## src/rtl/alu_flag_pkg.sv

```systemverilog
package alu_flag_pkg;
  localparam int DW   = 8;
  localparam int WW   = 2 * DW;
  localparam int OPW  = 4;
  localparam int SELW = $clog2(DW);

  typedef enum logic [OPW-1:0] {
    OP_ADD   = 4'd0,
    OP_ADC   = 4'd1,
    OP_SUB   = 4'd2,
    OP_SBC   = 4'd3,
    OP_CMP   = 4'd4,
    OP_AND   = 4'd5,
    OP_OR    = 4'd6,
    OP_XOR   = 4'd7,
    OP_BIT   = 4'd8,
    OP_ADDW  = 4'd9,
    OP_LDSPC = 4'd10
  } alu_op_e;

  // flag bit positions
  localparam int F_C  = 0;
  localparam int F_N  = 1;
  localparam int F_PV = 2;
  localparam int F_X  = 3;
  localparam int F_H  = 4;
  localparam int F_Y  = 5;
  localparam int F_Z  = 6;
  localparam int F_S  = 7;
endpackage

```

## src/rtl/alu_addsub.sv

```systemverilog
module alu_addsub #(
  parameter int W = 8
) (
  input  logic [W-1:0] a_i,
  input  logic [W-1:0] b_i,
  input  logic         cin_i,
  input  logic         sub_i,
  output logic [W-1:0] sum_o,
  output logic         carry_o,
  output logic         half_o,
  output logic         ovf_o
);
  localparam int LW = W - 4;

  logic [W:0]  full;
  logic [LW:0] low;

  always_comb begin
    if (sub_i) begin
      full = {1'b0, a_i} - {1'b0, b_i} - {{W{1'b0}}, cin_i};
      low  = {1'b0, a_i[LW-1:0]} - {1'b0, b_i[LW-1:0]} - {{LW{1'b0}}, cin_i};
    end else begin
      full = {1'b0, a_i} + {1'b0, b_i} + {{W{1'b0}}, cin_i};
      low  = {1'b0, a_i[LW-1:0]} + {1'b0, b_i[LW-1:0]} + {{LW{1'b0}}, cin_i};
    end
  end

  assign sum_o   = full[W-1:0];
  assign carry_o = full[W];
  assign half_o  = low[LW];
  // signed overflow: operand signs agree (add) or differ (sub), result sign flips
  assign ovf_o   = ((a_i[W-1] ^ b_i[W-1]) == sub_i) && (full[W-1] != a_i[W-1]);
endmodule

```

## src/rtl/alu_result_path.sv

```systemverilog
module alu_result_path
  import alu_flag_pkg::*;
(
  input  logic [OPW-1:0]  op_i,
  input  logic [DW-1:0]   a_i,
  input  logic [DW-1:0]   b_i,
  input  logic [WW-1:0]   wa_i,
  input  logic [WW-1:0]   wb_i,
  input  logic [SELW-1:0] bit_sel_i,
  input  logic            carry_i,
  output logic [WW-1:0]   res_o,
  output logic            c8_o,
  output logic            h8_o,
  output logic            v8_o,
  output logic            c16_o,
  output logic            h16_o,
  output logic            v16_o
);
  logic          is_sub;
  logic          cin8;
  logic [DW-1:0] sum8;
  logic [WW-1:0] sum16;
  logic [DW-1:0] mask;

  assign is_sub = (op_i == OP_SUB) || (op_i == OP_SBC) || (op_i == OP_CMP);
  assign cin8   = ((op_i == OP_ADC) || (op_i == OP_SBC)) && carry_i;

  alu_addsub #(.W(DW)) u_add8 (
    .a_i     (a_i),
    .b_i     (b_i),
    .cin_i   (cin8),
    .sub_i   (is_sub),
    .sum_o   (sum8),
    .carry_o (c8_o),
    .half_o  (h8_o),
    .ovf_o   (v8_o)
  );

  alu_addsub #(.W(WW)) u_add16 (
    .a_i     (wa_i),
    .b_i     (wb_i),
    .cin_i   (1'b0),
    .sub_i   (1'b0),
    .sum_o   (sum16),
    .carry_o (c16_o),
    .half_o  (h16_o),
    .ovf_o   (v16_o)
  );

  generate
    for (genvar g = 0; g < DW; g++) begin : g_mask
      assign mask[g] = (bit_sel_i == SELW'(g));
    end
  endgenerate

  always_comb begin
    res_o = '0;
    case (op_i)
      OP_ADD, OP_ADC, OP_SUB, OP_SBC, OP_CMP: res_o[DW-1:0] = sum8;
      OP_AND:   res_o[DW-1:0] = a_i & b_i;
      OP_OR:    res_o[DW-1:0] = a_i | b_i;
      OP_XOR:   res_o[DW-1:0] = a_i ^ b_i;
      OP_BIT:   res_o[DW-1:0] = b_i & mask;
      OP_ADDW:  res_o         = sum16;
      OP_LDSPC: res_o[DW-1:0] = b_i;
      default:  res_o         = '0;
    endcase
  end
endmodule

```

## src/rtl/alu_flag_calc.sv

```systemverilog
module alu_flag_calc
  import alu_flag_pkg::*;
(
  input  logic [OPW-1:0] op_i,
  input  logic [WW-1:0]  res_i,
  input  logic [DW-1:0]  b_i,
  input  logic           iff2_i,
  input  logic [DW-1:0]  cur_i,
  input  logic           c8_i,
  input  logic           h8_i,
  input  logic           v8_i,
  input  logic           c16_i,
  input  logic           h16_i,
  input  logic           v16_i,
  output logic [DW-1:0]  nxt_o,
  output logic           hit_o
);
  logic [DW-1:0] r8;
  logic [DW-1:0] hi;
  logic          z8;

  assign r8 = res_i[DW-1:0];
  assign hi = res_i[WW-1:DW];
  assign z8 = (r8 == '0);

  function automatic logic [DW-1:0] pack(logic s, logic z, logic y, logic h,
                                         logic x, logic pv, logic n, logic c);
    logic [DW-1:0] f;
    f       = '0;
    f[F_S]  = s;
    f[F_Z]  = z;
    f[F_Y]  = y;
    f[F_H]  = h;
    f[F_X]  = x;
    f[F_PV] = pv;
    f[F_N]  = n;
    f[F_C]  = c;
    return f;
  endfunction

  always_comb begin
    nxt_o = cur_i;
    hit_o = 1'b1;
    case (op_i)
      OP_ADD, OP_ADC:
        nxt_o = pack(r8[DW-1], z8, r8[5], h8_i, r8[3], v8_i, 1'b0, c8_i);
      OP_SUB, OP_SBC:
        nxt_o = pack(r8[DW-1], z8, r8[5], h8_i, r8[3], v8_i, 1'b1, c8_i);
      // compare: Y/X from the operand, not the difference
      OP_CMP:
        nxt_o = pack(r8[DW-1], z8, b_i[5], h8_i, b_i[3], v8_i, 1'b1, c8_i);
      OP_AND:
        nxt_o = pack(r8[DW-1], z8, r8[5], 1'b1, r8[3], ~^r8, 1'b0, 1'b0);
      OP_OR, OP_XOR:
        nxt_o = pack(r8[DW-1], z8, r8[5], 1'b0, r8[3], ~^r8, 1'b0, 1'b0);
      OP_BIT:
        nxt_o = pack(r8[DW-1], z8, r8[5], 1'b1, r8[3], z8, 1'b0, cur_i[F_C]);
      // 16-bit: upper byte supplies S/Y/X
      OP_ADDW:
        nxt_o = pack(hi[DW-1], res_i == '0, hi[5], h16_i, hi[3], v16_i, 1'b0, c16_i);
      OP_LDSPC:
        nxt_o = pack(r8[DW-1], z8, r8[5], 1'b0, r8[3], iff2_i, 1'b0, cur_i[F_C]);
      default: hit_o = 1'b0;
    endcase
  end
endmodule

```

## src/rtl/alu_flag_unit.sv

```systemverilog
module alu_flag_unit
  import alu_flag_pkg::*;
(
  input  logic            clk_i,
  input  logic            rst_ni,
  input  logic [OPW-1:0]  op_i,
  input  logic [DW-1:0]   a_i,
  input  logic [DW-1:0]   b_i,
  input  logic [WW-1:0]   wa_i,
  input  logic [WW-1:0]   wb_i,
  input  logic [SELW-1:0] bit_sel_i,
  input  logic            iff2_i,
  input  logic            upd_i,
  input  logic            flag_we_i,
  input  logic [DW-1:0]   flag_wdata_i,
  output logic [DW-1:0]   flags_o,
  output logic [WW-1:0]   result_o
);
  logic [DW-1:0] flags_q;
  logic [DW-1:0] flags_d;
  logic          hit;
  logic          c8, h8, v8, c16, h16, v16;

  alu_result_path u_path (
    .op_i      (op_i),
    .a_i       (a_i),
    .b_i       (b_i),
    .wa_i      (wa_i),
    .wb_i      (wb_i),
    .bit_sel_i (bit_sel_i),
    .carry_i   (flags_q[F_C]),
    .res_o     (result_o),
    .c8_o      (c8),
    .h8_o      (h8),
    .v8_o      (v8),
    .c16_o     (c16),
    .h16_o     (h16),
    .v16_o     (v16)
  );

  alu_flag_calc u_calc (
    .op_i   (op_i),
    .res_i  (result_o),
    .b_i    (b_i),
    .iff2_i (iff2_i),
    .cur_i  (flags_q),
    .c8_i   (c8),
    .h8_i   (h8),
    .v8_i   (v8),
    .c16_i  (c16),
    .h16_i  (h16),
    .v16_i  (v16),
    .nxt_o  (flags_d),
    .hit_o  (hit)
  );

  always_ff @(posedge clk_i or negedge rst_ni) begin
    if (!rst_ni)        flags_q <= '0;
    else if (flag_we_i) flags_q <= flag_wdata_i;
    else if (upd_i && hit) flags_q <= flags_d;
  end

  assign flags_o = flags_q;

  logic upd8;
  assign upd8 = upd_i && !flag_we_i &&
                (op_i inside {OP_ADD, OP_ADC, OP_SUB, OP_SBC, OP_AND, OP_OR,
                              OP_XOR, OP_BIT, OP_LDSPC});

  p_restore_r2: assert property (@(posedge clk_i) disable iff (!rst_ni)
    flag_we_i |=> flags_o == $past(flag_wdata_i));

  p_hold_r3: assert property (@(posedge clk_i) disable iff (!rst_ni)
    (!flag_we_i && !upd_i) |=> $stable(flags_o));

  p_follow_r4: assert property (@(posedge clk_i) disable iff (!rst_ni)
    upd8 |=> (flags_o[F_S] == $past(result_o[7])) &&
             (flags_o[F_Y] == $past(result_o[5])) &&
             (flags_o[F_X] == $past(result_o[3])));

  p_cmp_yx_r7: assert property (@(posedge clk_i) disable iff (!rst_ni)
    (upd_i && !flag_we_i && op_i == OP_CMP) |=>
      (flags_o[F_Y] == $past(b_i[5])) && (flags_o[F_X] == $past(b_i[3])) && flags_o[F_N]);

  p_bit7_r9: assert property (@(posedge clk_i) disable iff (!rst_ni)
    (upd_i && !flag_we_i && op_i == OP_BIT && bit_sel_i == 3'd7 && b_i[7]) |=> flags_o[F_S]);

  p_sign16_r10: assert property (@(posedge clk_i) disable iff (!rst_ni)
    (upd_i && !flag_we_i && op_i == OP_ADDW) |=>
      (flags_o[F_S] == $past(result_o[15])) && (flags_o[F_Y] == $past(result_o[13])));

  p_iff2_r11: assert property (@(posedge clk_i) disable iff (!rst_ni)
    (upd_i && !flag_we_i && op_i == OP_LDSPC) |=> flags_o[F_PV] == $past(iff2_i));
endmodule

```

## config.mk

```make
export PLATFORM = sky130hd
export DESIGN_NAME = alu_flag_unit
export DESIGN_NICKNAME = d
export VERILOG_FILES = /design/src/rtl/alu_flag_pkg.sv /design/src/rtl/alu_addsub.sv /design/src/rtl/alu_result_path.sv /design/src/rtl/alu_flag_calc.sv /design/src/rtl/alu_flag_unit.sv
export SDC_FILE = /design/constraint.sdc
export NUM_CORES = 1
export LEC_CHECK = 0
export ABC_AREA = 0
export BUFFER_PORTS_ARGS = -buffer_cell sky130_fd_sc_hd__buf_2
export CAP_MARGIN = 20
export CORE_MARGIN = 4
export CORE_UTILIZATION = 40
export CTS_BUF_LIST = sky130_fd_sc_hd__clkbuf_2
export CTS_CLUSTER_SIZE = 8
export DETAILED_ROUTE_END_ITERATION = 8
export PLACE_DENSITY_LB_ADDON = 0.05
export REMOVE_ABC_BUFFERS = 1
export SKIP_CTS_REPAIR_TIMING = 1
export SLEW_MARGIN = 20
export SYNTH_ARGS = -nofsm -noshare
export SYNTH_HDL_FRONTEND = slang
export SYNTH_SLANG_ARGS = --single-unit
```

## constraint.sdc

```tcl
create_clock -name clk_i -period 3 [get_ports clk_i]
set_clock_uncertainty 0.1 [all_clocks]
set_input_delay 0.15 -clock clk_i [delete_from_list [all_inputs] [get_ports clk_i]]
set_output_delay 0.15 -clock clk_i [all_outputs]
set_load 0.03 [all_outputs]
```

**Word level (Yosys, flattened, before mapping)**

Cells that the tools add are included.

- Reduce and logical (&&, ||, !) cells: 22
- Bitwise gates (word level): 7
- Equal/unequal tests: 22
- Muxes and demuxes: 8
- Multiply operators: 0
- $add $sub $neg: 10
- Shifts and indexed selects: 0
- Div/mod/pow operators: 0
- Order comparisons: 0

Operators with widths:

| operator | number |
|---|---|
| $pmux W8 S8 | 1 |
| $pmux W8 S7 | 1 |
| $mux W8 | 3 |
| $add A16 B16 Y17 | 1 |
| $and A8 B8 Y8 | 2 |
| $eq A4 B3 Y1 const B | 4 |
| $logic_not A16 Y1 | 1 |
| $add A12 B12 Y13 | 1 |
| $eq A3 B3 Y1 const B | 4 |
| $eq A4 B4 Y1 const B | 3 |
| $reduce_or A11 Y1 | 1 |
| $add A8 B8 Y9 | 1 |
| $add A9 B1 Y9 | 1 |
| $mux W9 | 1 |
| $reduce_bool A9 Y1 | 1 |
| $sub A8 B8 Y9 | 1 |
| $sub A9 B1 Y9 | 1 |
| $eq A4 B2 Y1 const B | 2 |
| $logic_not A8 Y1 | 1 |
| $or A8 B8 Y8 | 1 |
| $reduce_xnor A8 Y1 | 1 |
| $xor A8 B8 Y8 | 1 |
| $reduce_bool A7 Y1 | 1 |
| $eq A3 B2 Y1 const B | 2 |
| other kinds (22) | 32 |

- Bits in writable memories: 0
- Bits in latches: 0
- Memory bits (read-only): 0
- Input port bits: 68
- Memories kept: 0
- Flip-flop bits (word level): 8
- Logic and storage cells: 71

**Longest topological paths before layout**

- Depth after elaboration: 10
- Gate-level depth with buffers: 19

**Hierarchy**

A second synthesis with hierarchy kept.

- Cell total of the unflattened synthesis: 693
- Area total of the unflattened synthesis: 5,032.3 um2

Modules (own cells, without submodules):

| module | times used | area each (um2) | seq. area each (um2) | cells an instance |
|---|---|---|---|---|
| alu_addsub (u_path.u_add16) | 1 | 2,174.6 | 0.0 | 313 |
| alu_addsub (u_path.u_add8) | 1 | 996.0 | 0.0 | 134 |
| alu_result_path | 1 | 847.1 | 0.0 | 120 |
| alu_flag_calc | 1 | 550.5 | 0.0 | 80 |
| alu_flag_unit | 1 | 464.2 | 200.2 | 46 |

**Worst setup path before layout**

Ideal clock, no wire load.

- Path kind: input to register
- Start point: input op_i[0]
- End point: register flags_q[2], in the netlist flags_o[2]
- Library setup time: 130 ps
- Setup slack: -715 ps
- Stages on the path: 15
- Required time: 2,770 ps
- Arrival: 3,485 ps
- Cell sequence: buf_2 > buf_1 > nand3_1 > fa_1 > ha_1 > a211oi_2 > xnor2_1 > mux2i_1 > o221ai_1 > inv_1 > ha_1 > xnor2_1 > xnor3_1 > nand3_1 > a31oi_1

- Cells in the longest elaborated chain, start to end: 10

Ends and longest elaborated chain:

| element | RTL line | RTL |
|---|---|---|
| start, declared | alu_flag_unit.sv:6 | `input logic [OPW-1:0] op_i,` |
| $eq A4 B1 Y1 / $eq A4 B2 Y1 (equally long branches) | alu_result_path.sv:26, alu_result_path.sv:58, alu_result_path.sv:25 |  |
| $logic_or A1 B1 Y1 | alu_result_path.sv:26 | `assign cin8 = ((op_i == OP_ADC) \|\| (op_i == OP_SBC)) && carry_i;` |
| $logic_and A1 B1 Y1 | alu_result_path.sv:26 |  |
| $add A9 B1 Y9 / $sub A9 B1 Y9 (equally long branches) | alu_addsub.sv:23, alu_addsub.sv:20 |  |
| $mux W9 | alu_addsub.sv:19 | `if (sub_i) begin` |
| $pmux W8 S7 * | alu_result_path.sv:58 | `case (op_i)` |
| named net result_o[3] | alu_flag_unit.sv:17 | `output logic [WW-1:0] result_o` |
| $logic_not A8 Y1 / $reduce_xnor A8 Y1 (equally long branches) | alu_flag_calc.sv:24, alu_flag_calc.sv:53, alu_flag_calc.sv:55 |  |
| $pmux W8 S8 * | alu_flag_calc.sv:44 | `case (op_i)` |
| $mux W8 * | alu_flag_unit.sv:60 | `else if (upd_i && hit) flags_q <= flags_d;` |
| $mux W8 * | alu_flag_unit.sv:59 | `else if (flag_we_i) flags_q <= flag_wdata_i;` |
| end signal, assigned | alu_flag_unit.sv:59 |  |
| end signal, assigned | alu_flag_unit.sv:60 |  |
| end, declared | alu_flag_unit.sv:19 | `logic [DW-1:0] flags_q;` |

Mark *: on every way through the listed nets, which the timed path passes. The rest lies on a longest branch. The select of a mux whose other input is x is not followed.
A chain may end at the register's enable or synchronous reset.

**Final worst setup path**

- Start point: register flags_q[0], in the netlist flags_o[0]
- End point: register flags_q[2], in the netlist flags_o[2]

- Cells in the longest elaborated chain, start to end: 8

Ends and longest elaborated chain:

| element | RTL line | RTL |
|---|---|---|
| $logic_and A1 B1 Y1 * | alu_result_path.sv:26 |  |
| $add A9 B1 Y9 / $sub A9 B1 Y9 (equally long branches) | alu_addsub.sv:23, alu_addsub.sv:20 |  |
| $mux W9 * | alu_addsub.sv:19 |  |
| $pmux W8 S7 / $ne A1 B1 Y1 (equally long branches) | alu_result_path.sv:58, alu_addsub.sv:32 |  |
| $logic_not A8 Y1, or another cell as far along | alu_flag_calc.sv:24 | `assign z8 = (r8 == '0);` |
| $pmux W8 S8 * | alu_flag_calc.sv:44 |  |
| $mux W8 * | alu_flag_unit.sv:60 |  |
| $mux W8 * | alu_flag_unit.sv:59 |  |

Every way passes the cells marked *; elsewhere a longest branch is shown, timed or not. The select of a mux whose other input is x is not followed.

==> key figures <==
Detailed routing
  – WL met2: between 4000 and 5000 um
  – Routed Antenna Nets: 0
  – Avg Vias per Cell: 5.40
  – DRC: 0
  – Drt first pass iters: 4
  – Vias: 3605
  – Routed wire length: around 11000 um
  – DRT iter0 DRCs: 206
  – Met3 Wirelength: 557 um
  – Routed WL per cell: 15.9 um
  – DR top layer: met4
  – M1 wire length: ~5200 um

Floorplan
  – Die width: approximately 96 um
  – Die ar.: around 9200 um^2
  – Row cnt: 31
  – I/O Pins: just over 90
  – Initial cell density of the core: 0.420
  – Placeable Area: about 7400 um^2
  – Die Y: 96.0 um

Yosys
  – Most area-hungry cell type in the Yosys netlist: ha_1
  – Post-synthesis sequential area ratio: 0.0647
  – Distinct cells, synth: 75
  – Avg Synthesized Cell Area: between 7 and 8 um^2
  – Yosys warns: 0
  – Post-Syn Area: ~3100 um^2
  – Top_reg_cell synth: dfrtp_1
  – Synth Instances: 426
  – Area share of the largest cell type after synthesis: 0.186
  – Ys async rst share: 1.00
  – Synthesized flop and latch total: 8
  – Top post-synthesis cells by area: ha_1 (19%), a21oi_1 (7.8%), dfrtp_1 (6.5%), nand2_1 (4.9%), inv_1 (4.5%)
  – Post-synth EDFFs: 0

Placement
  – Post-DP HPWL: 8860 um
  – Gpl congestion: 0.913
  – I/O Buffers: 91

Run
  – Max-Cap Viols: 0

Critical path
  – Arrival @ worst endpoint: 3.28 ns
  – Worst R2R End: flags_o[2]
  – Critical path startpoint: flags_o[0]
  – Critical Path Fanout Max: 3
  – CP Capture Type: register
  – R2r setup slk: -0.27 ns
  – R2R depth: 12
  – Reg2reg start: flags_o[0]
  – Req. time, crit path: 3.01 ns
  – Setup CP Type: reg -> reg
  – Crit path launch type: register

CTS
  – Clk pin slew, worst setup/hold paths: approximately 0.09 ns
  – Clock sink total: 8
  – Longest Clk Path Bufs: 2
  – Total CTS buffers: 3
  – # H-tree levels: 1
  – Clk Latency, worst-skew pair: roughly 0.24 ns
  – CTS root buf: clkbuf_2
  – CTS tree: yes

Cells and area
  – Post-layout net count: 689
  – Antenna diodes: 0
  – Layout Utilization: 0.569
  – Share of cells above drive strength 1: 0.343
  – Max reg flops: 8
  – Area growth, synth to finish: 35.4%
  – Fill cell count: approximately 750

GRT
  – Initial antenna violation count: 0
  – Overflow after GRT: 0
  – GRT Overall Usage: 0.221
  – Largest net degree at the start of global routing: 25
  – Vias in the first global route: around 3300
  – Global-route wire length before repair: 16000 um

Timing
  – Max Slew Vio Count: 0
  – Final number of hold-violating endpoints: 0
  – Worst slew pin tran: between 0.4 and 0.5 ns
  – Smallest hold slack: approximately 0.020 ns
  – Final setup violation count: 6
  – RSZ-0062 raised after global routing: yes
  – Rel. slew slack: 0.678
  – Min Tclk post-route: 3.27 ns
  – Highest clock rate: just over 300 MHz
  – Final Cycle Share: 1.09
  – PnR worst setup slack: -0.270 ns

Power and ir drop
  – Leakage: just over 2 nW
  – Clock share of power: 0.059
  – Sequential share of power: 0.115
  – Total power: ~1.1 mW
  – Switching Fraction: 0.492
  – Net switching power: roughly 0.54 mW
  – Comb pwr share: 0.826
  – Power Internal: ~0.56 mW
  – Pwr dens: around 260 nW/um^2
  – Worst VDD drop: 0.152 mV

Worst hold path
  – Worst Hold Path Cells: 3
  – Hold_sp: flag_wdata_i[6]
  – Hold Path Class: in -> reg
  – Worst hold path endpoint: flags_o[6]

Run status
  – Violated checks: negative setup slack
  – Outcome: finished, violations left
-- metrics by stage --
step / std cells / area, um^2 / TNS (ns) / setup WS (ns)
2_1_floorplan: 410 / 2990 / -1.23 / -0.649
3_3_place_gp: 660 / 4020 / -1.26 / -0.504
3_5_place_dp: 660 / 4020 / -1.36 / -0.565
4_1_cts: 663 / 4040 / -1.91 / -0.576
5_1_grt: 667 / 4190 / -1.75 / -0.408
6_report: 667 / 4190 / -1.05 / -0.270
-- per-layer routing --
metal	vias to the layer above	track usage
li1	1841	-
met1	1663	0.338
met2	97	0.354
met3	4	0.00938
met4	0	0.0190
met5	-	0
-- cell usage after synthesis, drive strengths merged (4+ instances only) --
cell / instances
nor2b: 7
o21ai: 26
mux2i: 4
nor4: 4
o31ai: 5
a211oi: 6
nor3: 12
nand3: 10
o211ai: 4
o22ai: 5
fa: 5
clkbuf: 5
inv: 37
xnor2: 15
dfrtp: 8
buf: 10
a21o: 8
nand2: 40
or3: 4
nor3b: 5
nor2: 36
a21oi: 50
nand2b: 12
o21a: 6
ha: 46
-- worst max-delay path: stages (launching register included) --
cell and delay [ns]:
dfrtp_1 0.36, nand3_2 0.10, fa_2 0.39, fa_2 0.35, o21a_1 0.22, buf_4 0.15
nor4_4 0.28, nor3_2 0.10, xnor2_1 0.14, o211ai_2 0.32, xnor3_1 0.46, nand3_1 0.10
a31oi_1 0.08
-- area by class of cell --
class / instances / area [um^2] / area share
Clock buffer: 3 / 15.0 / 0.00358
Inverter: 37 / 139 / 0.0331
Multi-Input combinational cell: 365 / 2760 / 0.659
Sequential cell: 8 / 200 / 0.0478
Tap cell: 99 / 124 / 0.0296
Timing Repair Buffer: 155 / 951 / 0.227
-- power by group through the flow --
stage,Clock (mW),Sequential [mW],Combinational (mW)
floorplan,0,0.153,0.501
global placement,0,0.129,0.838
detailed placement,0,0.129,0.842
CTS,0.0695,0.127,0.846
global route,0.0736,0.128,0.993
finish,0.0655,0.127,0.913
-- layout by cell type (no fill, tap or decap), types with 3 or more instances in the layout --
cell / instances
buf_2: 89
buf_4: 63
a21oi_1: 45
ha_1: 45
nand2_1: 40
inv_1: 36
nor2_1: 33
o21ai_0: 16
xnor2_1: 15
nand2b_1: 12
nor3_1: 10
nand3_1: 9
a21o_1: 8
o21ai_1: 8
dfrtp_1: 8
o21a_1: 6
nor2b_1: 6
o31ai_1: 5
nor3b_1: 5
a21oi_2: 5
a211oi_1: 5
or3_1: 4
mux2i_1: 4
o22ai_1: 4
o2111ai_1: 3
xor2_1: 3
nor4_2: 3
a31oi_1: 3
fa_2: 3
clkbuf_2: 3
-- logic make-up after synthesis --
family	synth area share
AO/OA/AOI/OAI	0.299
XOR/XNOR	0.0582
adder cells (fa/ha/maj)	0.218
buffers and inverters	0.0788
flip-flops	0.0647
multiplexers	0.0129
AND/OR/NAND/NOR	0.268
-- worst max-delay path by stage --
stage | endpoint | slack, ns
finish | flags_o[2] | -0.27
global route | flags_o[6] | -0.41
CTS | flags_o[2] | -0.58
global placement | flags_o[2] | -0.50
detailed placement | flags_o[2] | -0.57
floorplan | flags_o[2] | -0.65
(Power assumes the default switching activity.)
